**src/rtl/serial_rx_pkg.sv**
```systemverilog
package serial_rx_pkg;

    localparam int CHAR_W = 8;

    typedef enum logic [2:0] {
        ST_IDLE,
        ST_START,
        ST_DATA,
        ST_PAR,
        ST_STOP
    } rx_state_e;

    typedef struct packed {
        logic              valid;
        logic [CHAR_W-1:0] data;
        logic              frm_err;
        logic              par_err;
    } rx_char_t;

    function automatic logic maj3(input logic [2:0] s);
        return (s[0] & s[1]) | (s[0] & s[2]) | (s[1] & s[2]);
    endfunction

    function automatic logic has_parity(input logic [2:0] mode);
        return mode < 3'd4;
    endfunction

    function automatic logic parity_ok(input logic [2:0] mode,
                                       input logic [CHAR_W-1:0] d,
                                       input logic p);
        case (mode)
            3'd0:    return (^{d, p}) == 1'b0;
            3'd1:    return (^{d, p}) == 1'b1;
            3'd2:    return p == 1'b0;
            3'd3:    return p == 1'b1;
            default: return 1'b1;
        endcase
    endfunction

endpackage

```
**src/rtl/rx_sampler.sv**
```systemverilog
module rx_sampler
    import serial_rx_pkg::*;
(
    input  logic clk,
    input  logic rst,
    input  logic tick,
    input  logic line_in,
    input  logic filt_en,
    output logic line_eff,
    output logic line_prev
);
    logic [2:0] hist;

    assign line_eff = filt_en ? maj3(hist) : hist[0];

    always_ff @(posedge clk) begin
        if (rst) begin
            hist      <= 3'b111;
            line_prev <= 1'b1;
        end else if (tick) begin
            hist      <= {hist[1:0], line_in};
            line_prev <= line_eff;
        end
    end
endmodule

```
**src/rtl/rx_framer.sv**
```systemverilog
module rx_framer
    import serial_rx_pkg::*;
#(
    parameter int OVS = 16
) (
    input  logic       clk,
    input  logic       rst,
    input  logic       tick,
    input  logic       en,
    input  logic       abort,
    input  logic [2:0] par_mode,
    input  logic       line_eff,
    input  logic       line_prev,
    output rx_char_t   chr
);
    localparam int CW  = $clog2(OVS);
    localparam int IW  = $clog2(CHAR_W);
    localparam int MID = OVS / 2;

    rx_state_e         st;
    logic [CW-1:0]     cnt;
    logic [IW-1:0]     idx;
    logic [CHAR_W-1:0] sh;
    logic              pe;
    logic              at_end;

    assign at_end      = (cnt == CW'(OVS - 1));
    assign chr.valid   = tick && en && !abort && (st == ST_STOP) && at_end;
    assign chr.data    = sh;
    assign chr.frm_err = !line_eff;
    assign chr.par_err = pe;

    always_ff @(posedge clk) begin
        if (rst) begin
            st  <= ST_IDLE;
            cnt <= '0;
            idx <= '0;
            sh  <= '0;
            pe  <= 1'b0;
        end else if (abort || !en) begin
            st  <= ST_IDLE;
            cnt <= '0;
            idx <= '0;
        end else if (tick) begin
            case (st)
                ST_IDLE: begin
                    cnt <= '0;
                    if (line_prev && !line_eff) st <= ST_START;
                end
                ST_START: begin
                    if (cnt == CW'(MID - 1)) begin
                        cnt <= '0;
                        idx <= '0;
                        pe  <= 1'b0;
                        st  <= line_eff ? ST_IDLE : ST_DATA;
                    end else begin
                        cnt <= cnt + 1'b1;
                    end
                end
                ST_DATA: begin
                    if (at_end) begin
                        cnt <= '0;
                        sh  <= {line_eff, sh[CHAR_W-1:1]};
                        if (idx == IW'(CHAR_W - 1))
                            st <= has_parity(par_mode) ? ST_PAR : ST_STOP;
                        else
                            idx <= idx + 1'b1;
                    end else begin
                        cnt <= cnt + 1'b1;
                    end
                end
                ST_PAR: begin
                    if (at_end) begin
                        cnt <= '0;
                        pe  <= !parity_ok(par_mode, sh, line_eff);
                        st  <= ST_STOP;
                    end else begin
                        cnt <= cnt + 1'b1;
                    end
                end
                ST_STOP: begin
                    if (at_end) begin
                        cnt <= '0;
                        st  <= ST_IDLE;
                    end else begin
                        cnt <= cnt + 1'b1;
                    end
                end
                default: st <= ST_IDLE;
            endcase
        end
    end

    // a disabled receiver holds the recogniser idle
    a_r2_idle_when_off: assert property (@(posedge clk) disable iff (rst)
        !en |=> (st == ST_IDLE));

    // an abort returns the recogniser to idle
    a_r11_abort_idle: assert property (@(posedge clk) disable iff (rst)
        abort |=> (st == ST_IDLE));
endmodule

```
**src/rtl/rx_holding.sv**
```systemverilog
module rx_holding
    import serial_rx_pkg::*;
(
    input  logic              clk,
    input  logic              rst,
    input  logic              abort,
    input  logic              rd_ack,
    input  logic              clr_err,
    input  rx_char_t          chr,
    output logic [CHAR_W-1:0] data,
    output logic              ready,
    output logic              ovr,
    output logic              frm,
    output logic              par
);
    always_ff @(posedge clk) begin
        if (rst) begin
            data  <= '0;
            ready <= 1'b0;
            ovr   <= 1'b0;
            frm   <= 1'b0;
            par   <= 1'b0;
        end else begin
            if (chr.valid) data <= chr.data;
            if (abort)          ready <= 1'b0;
            else if (chr.valid) ready <= 1'b1;
            else if (rd_ack)    ready <= 1'b0;
            ovr <= (ovr & ~clr_err) | (chr.valid & ready & ~rd_ack);
            frm <= (frm & ~clr_err) | (chr.valid & chr.frm_err);
            par <= (par & ~clr_err) | (chr.valid & chr.par_err);
        end
    end

    a_r4_ready_after_char: assert property (@(posedge clk) disable iff (rst)
        (chr.valid && !abort) |=> ready);

    a_r7_overrun_needs_ready: assert property (@(posedge clk) disable iff (rst)
        $rose(ovr) |-> $past(ready));

    a_r8_read_clears: assert property (@(posedge clk) disable iff (rst)
        (rd_ack && !chr.valid) |=> !ready);

    a_r9_clear_flags: assert property (@(posedge clk) disable iff (rst)
        (clr_err && !chr.valid) |=> !(ovr || frm || par));
endmodule

```
**src/rtl/serial_rx_filtered.sv**
```systemverilog
module serial_rx_filtered
    import serial_rx_pkg::*;
#(
    parameter int OVS = 16
) (
    input  logic       clk,
    input  logic       rst,
    input  logic       tick_16x,
    input  logic       line_in,
    input  logic       filt_en,
    input  logic [2:0] par_mode,
    input  logic       cmd_enable,
    input  logic       cmd_disable,
    input  logic       cmd_rx_reset,
    input  logic       cmd_clr_err,
    input  logic       rd_ack,
    output logic [7:0] rx_data,
    output logic       rx_ready,
    output logic       err_overrun,
    output logic       err_frame,
    output logic       err_parity,
    output logic       rx_enabled
);
    logic     line_eff;
    logic     line_prev;
    rx_char_t chr;

    always_ff @(posedge clk) begin
        if (rst)              rx_enabled <= 1'b0;
        else if (cmd_disable) rx_enabled <= 1'b0;
        else if (cmd_enable)  rx_enabled <= 1'b1;
    end

    rx_sampler u_samp (
        .clk      (clk),
        .rst      (rst),
        .tick     (tick_16x),
        .line_in  (line_in),
        .filt_en  (filt_en),
        .line_eff (line_eff),
        .line_prev(line_prev)
    );

    rx_framer #(.OVS(OVS)) u_frm (
        .clk      (clk),
        .rst      (rst),
        .tick     (tick_16x),
        .en       (rx_enabled),
        .abort    (cmd_rx_reset),
        .par_mode (par_mode),
        .line_eff (line_eff),
        .line_prev(line_prev),
        .chr      (chr)
    );

    rx_holding u_hold (
        .clk    (clk),
        .rst    (rst),
        .abort  (cmd_rx_reset),
        .rd_ack (rd_ack),
        .clr_err(cmd_clr_err),
        .chr    (chr),
        .data   (rx_data),
        .ready  (rx_ready),
        .ovr    (err_overrun),
        .frm    (err_frame),
        .par    (err_parity)
    );

    a_r2_disable_wins: assert property (@(posedge clk) disable iff (rst)
        (cmd_enable && cmd_disable) |=> !rx_enabled);
endmodule

```
**config.mk**
```make
export PLATFORM = sky130hd
export DESIGN_NAME = serial_rx_filtered
export DESIGN_NICKNAME = d
export VERILOG_FILES = /design/src/rtl/serial_rx_pkg.sv /design/src/rtl/rx_sampler.sv /design/src/rtl/rx_framer.sv /design/src/rtl/rx_holding.sv /design/src/rtl/serial_rx_filtered.sv
export SDC_FILE = /design/constraint.sdc
export NUM_CORES = 1
export LEC_CHECK = 0
export BUFFER_PORTS_ARGS = -buffer_cell sky130_fd_sc_hd__buf_2
export CAP_MARGIN = 20
export CORE_MARGIN = 1
export CORE_UTILIZATION = 60
export CTS_BUF_LIST = sky130_fd_sc_hd__clkbuf_8
export DETAILED_ROUTE_END_ITERATION = 12
export PLACE_DENSITY = 0.82
export SLEW_MARGIN = 20
export SYNTH_ARGS = -nofsm -noshare
export SYNTH_HDL_FRONTEND = slang
export SYNTH_SLANG_ARGS = --single-unit
```
**constraint.sdc**
```tcl
create_clock -name clk -period 3.5 [get_ports clk]
set_clock_uncertainty 0.1 [all_clocks]
set_input_delay 0.175 -clock clk [delete_from_list [all_inputs] [get_ports clk]]
set_output_delay 0.175 -clock clk [all_outputs]
set_load 0.02 [all_outputs]
```
==> results.ini <==
[sta]
worstMarginPinSlew_ns = 0.636
timing.slew.headroom_pct = 57.6
period_minus_slack_ns = 2.26
finalCritPeriodShare_pct = 64.6
rsz0062_at_grt = no
fmax_mhz = 443
hold_violations = 0
setup_viol = 0
setup_tns_ns = 0
slew_violations = 0

[floorplan]
pin_count = 26
die_h_um = 55.5
die-area_um2 = 3070
rows = 19
start_util_pct = 62.7
dieWidth_um = 55.5
coreArea_um2 = 2730

[grt]
met1_usage_pct = 30.3
use_met2_pct = 43.9
antenna_found_initial = 0
grt_pass1_vias = 1333
grt_use_met3_pct = 7.26
busiest_layer = met2
overflow = 0
grt_max_degree = 25
grt_pass1_wl_um = 6120
grt_usage_pct = 25.5

[clocking]
post_cts_buffers = 0
ctsResizeCount = 0
cts_tree = yes
htreeDepth = 2
clk_latency_ns = 0.29
cts-root-buf = clkbuf_8
cts_buffers = 5
ctsLongestPathBuffers = 2
clkSlewWorstSetupHoldPaths_ns = 0.07
cts.sinks = 36

[power]
power.total_uw = 747
vdd_ir_drop_max_mv = 0.444
leakagePower_nw = 0.748
powerDensity_nw_per_um2 = 386

[synthesis]
synthTopCellsByArea = dfxtp_1 (42%), mux2i_1 (12%), nor2_1 (6.1%)
synthesis.area_um2 = 1710
netlist_instances = 188
yosys.area.top_type = dfxtp_1
yosys_warnings = 0
synth_seq_cells = 36
syn-num-nets = 204
synth_cell_types = 42
synth_area_per_cell_um2 = 9.12
yosys.area.top_type_share_pct = 42.0
ys_seq_area_share_pct = 42.0

[critical_path]
setup.worst_path.end_class = register
crit_type = in2reg
reg2reg_to = u_frm.st[1]$_SDFFE_PP0P_
path_delay_family = simple AND/OR/NAND/NOR gates
cpPeakStageDelay_ns = 0.58
crit_chain = dlygate4sd3_1, buf_2, nor2b_1, and4_1, and3_1, mux2i_1, nor2_1
path_buf_inv = 2
crit_required_ns = 3.56
reg2reg_slack_ns = 1.29
cpMaxStageDelayCell = and3_1
worst-path-max-fanout = 12
worstPathArrival_ns = 2.32
rr_worst_depth = 5
cp-start-kind = input port
timing.rr.start = u_frm.st[1]$_SDFFE_PP0P_

[drt]
drt-initial-drc-count = 53
routed_wl_um = 3560
via_per_inst = 5.79
firstDrtPassIters = 10
antenna_left = 0
drc = 2
wl_per_cell_um = 14.7
via_count = 1408

[place]
dpl.hpwl_um = 2590
numPortBuffers = 25
gp_congestion = 0.827

[finish]
layout.nets = 227
fillers = 220
layout-drive-gt1-share_pct = 17.0
n_antenna_cell = 0
synthToLayoutAreaGrowth_pct = 13.0

[min_path]
holdPathStages = 3
hp-class = in2reg
hold_start = line_in
holdPathEnd = u_samp.hist[0]$_SDFFE_PP1P_

[flow_run]
cap_violations = 0

[outcome]
status = finished with violations
violations = design-rule violations

[timing repair]
| item | 4_1_cts | 5_1_grt |
|---|---|---|
| setup endpoints to repair | 0 | 0 |
| hold endpoints to repair | 2 | 0 |
| hold buffers | 2 | 0 |
[cells by family after synthesis]
family,after synthesis,synth area share (%)
AO/OA/AOI/OAI,29,12.3
XOR/XNOR,9,4.60
adder cells (fa/ha/maj),3,2.19
buffers and inverters,17,4.53
flip-flops,36,42.0
multiplexers,22,12.9
AND/OR/NAND/NOR,72,21.5
[tightest hold or removal path, delay by kind of cell]
kind          cells  cell delay (ns)
buf+inv           1             0.07
simple gates      1             0.07
mux               1             0.06
[sequential cells by signal (all words and copies together) (netlist names)]
| register | cells |
|---|---|
| u_frm.sh | 8 |
| u_hold.frm | 1 |
| u_hold.ovr | 1 |
| u_samp.hist | 3 |
| u_hold.par | 1 |
| u_hold.data | 8 |
| u_frm.idx | 3 |
| u_frm.st | 3 |
| u_samp.line_prev | 1 |
| u_hold.ready | 1 |
| u_frm.pe | 1 |
| rx_enabled | 1 |
| u_frm.cnt | 4 |
[per-stage QoR]
stage	util, %	hold WS (ns)	area [um^2]	instances	setup WS (ns)
2_1_floorplan	-	0.152	1710	188	1.60
3_3_place_gp	66.7	0.239	1820	233	1.43
3_5_place_dp	66.7	0.254	1820	233	1.30
4_1_cts	70.8	0.0165	1940	243	1.26
5_1_grt	70.8	0.0157	1940	243	1.11
6_report	70.8	0.0160	1940	243	1.24
[worst max-delay path by stage]
| stage | end | from | depth (start not counted) | slack [ns] |
|---|---|---|---|---|
| after floorplan | u_frm.st[1]$_SDFFE_PP0P_ | u_frm.cnt[0]$_SDFFE_PP0P_ | 6 | 1.60 |
| after global placement | u_frm.st[1]$_SDFFE_PP0P_ | u_frm.st[0]$_SDFFE_PP0P_ | 5 | 1.43 |
| after detailed placement | u_hold.data[2]$_SDFFE_PP0P_ | u_frm.cnt[0]$_SDFFE_PP0P_ | 6 | 1.30 |
| after CTS | u_hold.data[2]$_SDFFE_PP0P_ | cmd_rx_reset | 7 | 1.26 |
| after global routing | u_hold.data[2]$_SDFFE_PP0P_ | cmd_rx_reset | 7 | 1.11 |
| final | u_hold.data[2]$_SDFFE_PP0P_ | cmd_rx_reset | 7 | 1.24 |
[cell type report]
type / instances / area [um^2] / share of cell area [%]
Tap cell: 31 / 38.8 / 2.00
Multi-Input combinational cell: 135 / 916 / 47.3
Inverter: 6 / 22.5 / 1.16
Timing Repair Buffer: 27 / 145 / 7.49
Sequential cell: 36 / 721 / 37.2
Clock buffer: 6 / 82.6 / 4.26
Clock inverter: 2 / 11.3 / 0.581
[cell usage after synthesis, drive strengths merged]
library cell  number
inv                6
a22oi              2
nor3b              1
and3               2
nor2b              3
nand3b             1
or4b               2
and4bb             1
ha                 3
and4               1
nand2             12
o211ai             1
nand2b             3
nor2              28
mux2               1
or4                1
a311oi             1
a221oi             1
o2111ai            2
xnor2              7
o31ai              2
a32oi              2
or3                1
a21oi              8
mux2i             21
a21o               2
buf                6
nand4              1
xor2               2
a31oi              1
and2               4
nor3               6
a211oi             2
clkbuf             5
a31o               1
o21ai              3
dfxtp             36
nand3              5
a221o              1
[where the power goes]
| part | total (mW) | internal [mW] | switching, mW |
|---|---|---|---|
| combinational | 0.0302 | 0.0123 | 0.0179 |
| sequential | 0.414 | 0.412 | 0.00208 |
| clock | 0.303 | 0.157 | 0.146 |
| total | 0.747 | 0.581 | 0.166 |
[cell usage in the layout, fill, tap and decap left out, drive strengths merged, types with 2 or more instances in the layout]
master / netlist / final
o31ai: 2 / 2
clkbuf: 5 / 6
dlygate4sd3: 0 / 2
xnor2: 7 / 7
o21ai: 3 / 3
nand2: 12 / 12
a21oi: 8 / 8
mux2i: 21 / 21
and2: 4 / 4
buf: 6 / 25
inv: 6 / 7
a211oi: 2 / 2
nand2b: 3 / 3
nor3: 6 / 6
o2111ai: 2 / 2
and3: 2 / 2
nor2: 28 / 28
nand3: 5 / 5
or4b: 2 / 2
a32oi: 2 / 2
a21o: 2 / 2
xor2: 2 / 2
ha: 3 / 3
nor2b: 3 / 3
dfxtp: 36 / 36
a22oi: 2 / 2
[per-layer routing]
layer	up-vias	wire length, um	share of wire (%)
li1	703	-	-
met1	673	1580	44
met2	25	1800	51
met3	7	137	3.8
met4	0	43	1.2
met5	-	0	0
(Power assumes the default switching activity.)
